### src/rtl/pwm_pkg.sv
package pwm_pkg;

    localparam int CFG_W        = 10;
    localparam int FIELD_STRIDE = 15;
    localparam int RDY_BASE     = 28;
    localparam int DIV_W        = 17;

    // Per-channel control field, bit 9 down to bit 0
    typedef struct packed {
        logic       bypass;
        logic       pulse;
        logic       mode;
        logic       gate;
        logic       act;
        logic       en;
        logic [3:0] code;
    } chan_cfg_t;

    // Divider for a prescaler code; zero marks a reserved code
    function automatic logic [DIV_W-1:0] presc_div(input logic [3:0] code);
        case (code)
            4'd0:    return DIV_W'(120);
            4'd1:    return DIV_W'(180);
            4'd2:    return DIV_W'(240);
            4'd3:    return DIV_W'(360);
            4'd4:    return DIV_W'(480);
            4'd8:    return DIV_W'(12000);
            4'd9:    return DIV_W'(24000);
            4'd10:   return DIV_W'(36000);
            4'd11:   return DIV_W'(48000);
            4'd12:   return DIV_W'(72000);
            4'd15:   return DIV_W'(1);
            default: return '0;
        endcase
    endfunction

endpackage

### src/rtl/pwm_prescaler.sv
module pwm_prescaler
    import pwm_pkg::*;
#(
    parameter int DW = DIV_W
) (
    input  logic          clk,
    input  logic          rst_n,
    input  logic          run,
    input  logic [DW-1:0] div,
    output logic          tick
);

    logic [DW-1:0] pcnt_d, pcnt_q;

    always_comb begin
        tick   = run && (pcnt_q == div - 1'b1);
        pcnt_d = pcnt_q;
        if (!run || tick) begin
            pcnt_d = '0;
        end else begin
            pcnt_d = pcnt_q + 1'b1;
        end
    end

    always_ff @(posedge clk or negedge rst_n) begin
        if (!rst_n) begin
            pcnt_q <= '0;
        end else begin
            pcnt_q <= pcnt_d;
        end
    end

endmodule

### src/rtl/pwm_channel.sv
module pwm_channel
    import pwm_pkg::*;
#(
    parameter int CNT_W = 16,
    localparam int WORD_W = 2 * CNT_W
) (
    input  logic              clk,
    input  logic              rst_n,
    input  chan_cfg_t         cfg,
    input  logic              wr_prd,
    input  logic [WORD_W-1:0] wdata,
    output logic              shaped,
    output logic              pending,
    output logic [WORD_W-1:0] shadow_rd,
    output logic              run_o,
    output logic [CNT_W-1:0]  cnt_o,
    output logic [CNT_W-1:0]  prd_o,
    output logic [CNT_W-1:0]  duty_o
);

    typedef struct packed {
        logic [CNT_W-1:0]  cnt;
        logic [CNT_W-1:0]  prd;
        logic [CNT_W-1:0]  duty;
        logic [WORD_W-1:0] shadow;
        logic              pend;
        logic              done;
        logic              out;
    } ch_state_t;

    ch_state_t        s_d, s_q;
    logic [DIV_W-1:0] div;
    logic             code_ok;
    logic             run;
    logic             tick;
    logic             at_end;
    logic             pulse_mode;

    assign div        = presc_div(cfg.code);
    assign code_ok    = (div != '0);
    assign run        = cfg.en && cfg.gate && code_ok && !cfg.bypass && !s_q.done;
    assign pulse_mode = cfg.mode && cfg.pulse;
    assign at_end     = (s_q.cnt == s_q.prd);

    pwm_prescaler #(.DW(DIV_W)) u_presc (
        .clk  (clk),
        .rst_n(rst_n),
        .run  (run),
        .div  (div),
        .tick (tick)
    );

    always_comb begin
        s_d = s_q;

        // period counter
        if (!run) begin
            s_d.cnt = '0;
        end else if (tick) begin
            s_d.cnt = at_end ? '0 : s_q.cnt + 1'b1;
        end

        // pending value loads at a period boundary, or at once when stopped
        if (s_q.pend && (!run || (tick && at_end))) begin
            s_d.prd  = s_q.shadow[WORD_W-1:CNT_W];
            s_d.duty = s_q.shadow[CNT_W-1:0];
            s_d.pend = 1'b0;
        end
        if (wr_prd) begin
            s_d.shadow = wdata;
            s_d.pend   = 1'b1;
        end

        // one-shot completion
        if (!(cfg.en && cfg.gate) || !pulse_mode) begin
            s_d.done = 1'b0;
        end else if (run && tick && at_end) begin
            s_d.done = 1'b1;
        end

        // output shaping
        s_d.out = (run && (s_q.cnt < s_q.duty)) ? cfg.act : !cfg.act;
    end

    always_ff @(posedge clk or negedge rst_n) begin
        if (!rst_n) begin
            s_q     <= '0;
            s_q.out <= 1'b1;
        end else begin
            s_q <= s_d;
        end
    end

    assign shaped    = s_q.out;
    assign pending   = s_q.pend;
    assign shadow_rd = s_q.shadow;
    assign run_o     = run;
    assign cnt_o     = s_q.cnt;
    assign prd_o     = s_q.prd;
    assign duty_o    = s_q.duty;

endmodule

### src/rtl/pwm_dual_ctrl.sv
module pwm_dual_ctrl
    import pwm_pkg::*;
#(
    parameter int NCH    = 2,
    parameter int ADDR_W = 4,
    parameter int DATA_W = 32
) (
    input  logic              clk,
    input  logic              rst_n,
    input  logic              wr_en,
    input  logic [ADDR_W-1:0] addr,
    input  logic [DATA_W-1:0] wdata,
    output logic [DATA_W-1:0] rdata,
    output logic [NCH-1:0]    pwm_out
);

    localparam int CNT_W = DATA_W / 2;

    chan_cfg_t [NCH-1:0]             cfg_d, cfg_q;
    logic      [NCH-1:0]             ch_wr;
    logic      [NCH-1:0]             ch_shaped;
    logic      [NCH-1:0]             ch_pend;
    logic      [NCH-1:0]             ch_run;
    logic      [NCH-1:0]             ch_act;
    logic      [NCH-1:0][DATA_W-1:0] ch_shadow;
    logic      [NCH-1:0][CNT_W-1:0]  ch_cnt;
    logic      [NCH-1:0][CNT_W-1:0]  ch_prd;
    logic      [NCH-1:0][CNT_W-1:0]  ch_duty;

    // control word: next value and per-channel write strobes
    always_comb begin
        cfg_d = cfg_q;
        ch_wr = '0;
        for (int ch = 0; ch < NCH; ch++) begin
            if (wr_en && addr == '0) begin
                cfg_d[ch] = chan_cfg_t'(wdata[ch*FIELD_STRIDE +: CFG_W]);
            end
            ch_wr[ch] = wr_en && (addr == ADDR_W'((ch + 1) * 4));
        end
    end

    always_ff @(posedge clk or negedge rst_n) begin
        if (!rst_n) begin
            cfg_q <= '0;
        end else begin
            cfg_q <= cfg_d;
        end
    end

    generate
        for (genvar g = 0; g < NCH; g++) begin : g_ch
            pwm_channel #(.CNT_W(CNT_W)) u_ch (
                .clk      (clk),
                .rst_n    (rst_n),
                .cfg      (cfg_q[g]),
                .wr_prd   (ch_wr[g]),
                .wdata    (wdata),
                .shaped   (ch_shaped[g]),
                .pending  (ch_pend[g]),
                .shadow_rd(ch_shadow[g]),
                .run_o    (ch_run[g]),
                .cnt_o    (ch_cnt[g]),
                .prd_o    (ch_prd[g]),
                .duty_o   (ch_duty[g])
            );
            assign ch_act[g]  = cfg_q[g].act;
            assign pwm_out[g] = cfg_q[g].bypass ? clk : ch_shaped[g];
        end
    endgenerate

    // read mux
    always_comb begin
        rdata = '0;
        if (addr == '0) begin
            for (int ch = 0; ch < NCH; ch++) begin
                rdata[ch*FIELD_STRIDE +: CFG_W] = cfg_q[ch];
                rdata[RDY_BASE + ch]            = !ch_pend[ch];
            end
        end else begin
            for (int ch = 0; ch < NCH; ch++) begin
                if (addr == ADDR_W'((ch + 1) * 4)) begin
                    rdata = ch_shadow[ch];
                end
            end
        end
    end

endmodule

### config.mk
export PLATFORM = sky130hd
export DESIGN_NAME = pwm_dual_ctrl
export DESIGN_NICKNAME = d
export VERILOG_FILES = /design/src/rtl/pwm_pkg.sv /design/src/rtl/pwm_prescaler.sv /design/src/rtl/pwm_channel.sv /design/src/rtl/pwm_dual_ctrl.sv
export SDC_FILE = /design/constraint.sdc
export NUM_CORES = 1
export LEC_CHECK = 0
export BUFFER_PORTS_ARGS = -buffer_cell sky130_fd_sc_hd__clkbuf_2
export CAP_MARGIN = 20
export CORE_MARGIN = 1.5
export CORE_UTILIZATION = 30
export DETAILED_ROUTE_END_ITERATION = 8
export HOLD_SLACK_MARGIN = 0.05
export RECOVER_POWER = 25
export SLEW_MARGIN = 20
export SYNTH_ARGS = -nofsm -noshare
export SYNTH_HDL_FRONTEND = slang
export SYNTH_SLANG_ARGS = --single-unit
### constraint.sdc
create_clock -name clk -period 3.4 [get_ports clk]
set_input_delay 0.17 -clock clk [delete_from_list [all_inputs] [get_ports clk]]
set_output_delay 0.17 -clock clk [all_outputs]
set_load 0.005 [all_outputs]
==> flow_metrics.tcl <==
set metrics [dict create \
    wirelength_um 38100 \
    ys_ff_latch 220 \
    grt_antenna_before_repair 1 \
    grt_max_degree 113 \
    async_flop_share_pct 100 \
    fin_skew_ps 17.6 \
    syn-cell-area_um2 13500 \
    finalCritPeriodShare_pct 96.0 \
    synth_top_family_by_area "simple AND/OR/NAND/NOR gates" \
    grt-ovfl-total 0 \
    slew_headroom_pct 2.44 \
    synthXorXnorAreaFrac_pct 5.20 \
    die-area_um2 46200 \
    layout.cells.non_filler 2137 \
    drv_cap 0 \
    synthCells 1425 \
    yosys-mux-area-fraction_pct 12.6 \
    drtPass1Iterations 4 \
    ios 73 \
    holdPathStages 6 \
    required_ps 3940 \
    irDropWorstVdd_mv 0.413 \
    path_class "reg -> reg" \
    place.gp.congestion 0.852 \
    dr_wl_met2_um 17100 \
    cts_tree "yes" \
    highest_layer "met4" \
    dp_hpwl_um 26700 \
    synth_flop_cell "dfrtp_1" \
    finalCriticalPeriod_ps 3260 \
    design.core.area_um2 44200 \
    powerDensity_nw_per_um2 609 \
    ant_nets 0 \
    critPathLaunch "cfg_q[10]" \
    vias 11100 \
    rsz0062_at_grt "false" \
    final_nets 1604 \
    synth_edf_count 0 \
    clk_latency_ps 660 \
    io_buffers 72 \
    tightest_slew_ps 1460 \
    routedLengthMet1_um 18300 \
    grt_usage_pct 16.2 \
    outcome "finished, final reports clean" \
    die_h_um 215 \
    synth.distinct_cells 81 \
    worst_slack_ps 138 \
    worst-path-buf-inv 2 \
    first_iter_violations 678 \
    cpPeakStageDelay_ps 520 \
    grt_pass1_vias 10800 \
    hp-class "in -> reg" \
    critPathTopFamily "compound AO/OA/AOI/OAI gates" \
    rows 77 \
    synth_fp_nets 1504 \
    crit_path_top_delay_cell "a211o_2" \
    clkTransAtPathRegs_ps 60 \
    worstHoldStart "wr_en" \
    synth_compound_gate_area_share_pct 14.7 \
    wl_per_cell_um 17.8 \
    final_area_um2 16000 \
    finalMaxSlewViolations 0 \
    ys_seq_area_share_pct 40.9 \
    synthSimpleGateAreaFrac_pct 16.9 \
    post_drt_via_cell_ratio 5.20 \
    dp_cells 2044 \
    synth_fa_ha_area_share_pct 3.72 \
    leakage_nw 6.98 \
    setup_viol 0 \
    dpl_cell_area_um2 14600 \
    die_w_um 215 \
    ys.warnings.count 0 \
    reg2regPathDepth 11 \
    worstReg2RegStart "cfg_q[10]" \
    diodes 0 \
    timing_hold_violations_final 0 \
    whs_ps 173 \
    initial_utilization_pct 30.4 \
    path_max_fanout 8 \
    layout-drive-gt1-share_pct 21.6 \
    wl_met3_um 2120 \
    startpoint_type "flip-flop" \
    grt_first_pass_wirelength_um 60300 \
    setup.worst_path.end_class "flip-flop" \
    drc 0 \
    pre_cts_ws_ps -59.2 \
    syn_to_final_growth_pct 19.1 \
    cp_cell_sequence "inv_1 -> ha_4 -> buf_4 -> nor3b_4 -> mux2i_1 -> o22ai_1 -> o2111ai_1 -> a221oi_2 -> nand3_2 -> a211o_2 -> mux2_4" \
    max_freq_mhz 307 \
    fillers 4424 \
    worst-path-stages 11 \
    avgSynthCellArea_um2 9.45 \
    crit_arrival_ps 3810 \
]
==> repair_timing <==
item                                   4_1_cts  5_1_grt
cloned                                       1        3
buffers inserted                             0        4
pin swaps                                    1        5
hold buffers                                33        0
endpoints found under the hold margin      191        0
setup endpoints to repair                   16       98
gates resized for setup                      3       13
==> Yosys cell counts, drive strengths merged, types with 13 or more instances <==
master    n  area, um2
dfrtp   218       5460
nor2    124        465
mux2    118       1440
nand2   109        409
nand3    97        490
a21oi    91        455
inv      86        323
clkbuf   61        229
o22ai    49        307
xnor2    44        385
ha       40        500
buf      36        238
xor2     36        315
o311ai   32        280
o21ai    30        150
mux2i    26        260
and3     18        118
nand4    17        113
nand2b   16        100
nor3     15       75.1
a21o     13       97.6
a22oi    13       97.6
==> layer usage <==
| metal | track usage, % | vias up |
|---|---|---|
| li1 | - | 5296 |
| met1 | 23.0 | 5491 |
| met2 | 24.8 | 277 |
| met3 | 3.48 | 45 |
| met4 | 3.94 | 0 |
| met5 | 0 | - |
==> cell families after synthesis <==
family                     count (synthesis)
and+or+nand+nor                          466
AOI/OAI and AO/OA                        292
DFF                                      220
buffers and inverters                    183
muxes                                    144
xor gates and xnor gates                  80
adders and majority gates                 40
==> layout make-up <==
| type | instances | area [um2] | share of cell area [%] |
|---|---|---|---|
| clock buffers | 46 | 895 | 5.58 |
| clock inverters | 8 | 92.6 | 0.577 |
| inverters | 86 | 323 | 2.01 |
| multi-input cells | 1026 | 7320 | 45.6 |
| flip-flops and latches | 220 | 5510 | 34.4 |
| well taps | 592 | 741 | 4.62 |
| repair buffers | 159 | 1160 | 7.24 |
==> per-stage QoR <==
step	setup TNS (ps)	total power (W)	util (%)
CTS	0	0.00979	36.0
finish	0	0.00976	36.3
floorplan	0	0.00565	-
detailed placement	-211	0.00654	33.0
global route	0	0.0103	36.3
global placement	-1.66	0.00643	33.0
==> worst paths after layout <==
path	to	slack [ps]
max in group asynchronous	g_ch[0].u_ch.shaped	2190
min in group asynchronous	g_ch[1].u_ch.cnt_o[8]	180
min reg2reg	g_ch[1].u_ch.shaped	470
min	g_ch[0].u_ch.pending	170
max reg2reg	g_ch[1].u_ch.prd_o[3]	140
max	g_ch[1].u_ch.prd_o[3]	140
==> power by group <==
part           internal (W)  total (W)  switching, W
Sequential          0.00319    0.00378      0.000590
Clock               0.00196    0.00317       0.00121
Combinational       0.00138    0.00281       0.00143
==> layout by cell type, fill, tap and decap left out, types with 44 or more instances in the layout <==
master,count
inv_1,86
nand2_1,108
o22ai_1,49
nand3_1,95
buf_4,48
nor2_1,124
a21oi_1,90
clkbuf_2,70
xnor2_1,44
dfrtp_1,216
mux2_2,87
==> worst register-to-register path: stages (launching register included) <==
cell	delay (ps)
dfrtp_1	420
inv_1	150
ha_4	240
buf_4	160
nor3b_4	220
mux2i_1	110
o22ai_1	160
o2111ai_1	150
a221oi_2	400
nand3_2	290
a211o_2	520
mux2_4	340
==> sequential cells by signal, summed over array words and instances (netlist names) <==
name                      flops
g_ch.u_ch.cnt_o              32
g_ch.u_ch.shadow_rd          64
g_ch.u_ch.s_q                 2
g_ch.u_ch.pending             2
cfg_q                        20
g_ch.u_ch.shaped              2
g_ch.u_ch.u_presc.pcnt_q     34
g_ch.u_ch.prd_o              32
g_ch.u_ch.duty_o             32
Note: power is estimated with default switching activity, not from simulation.
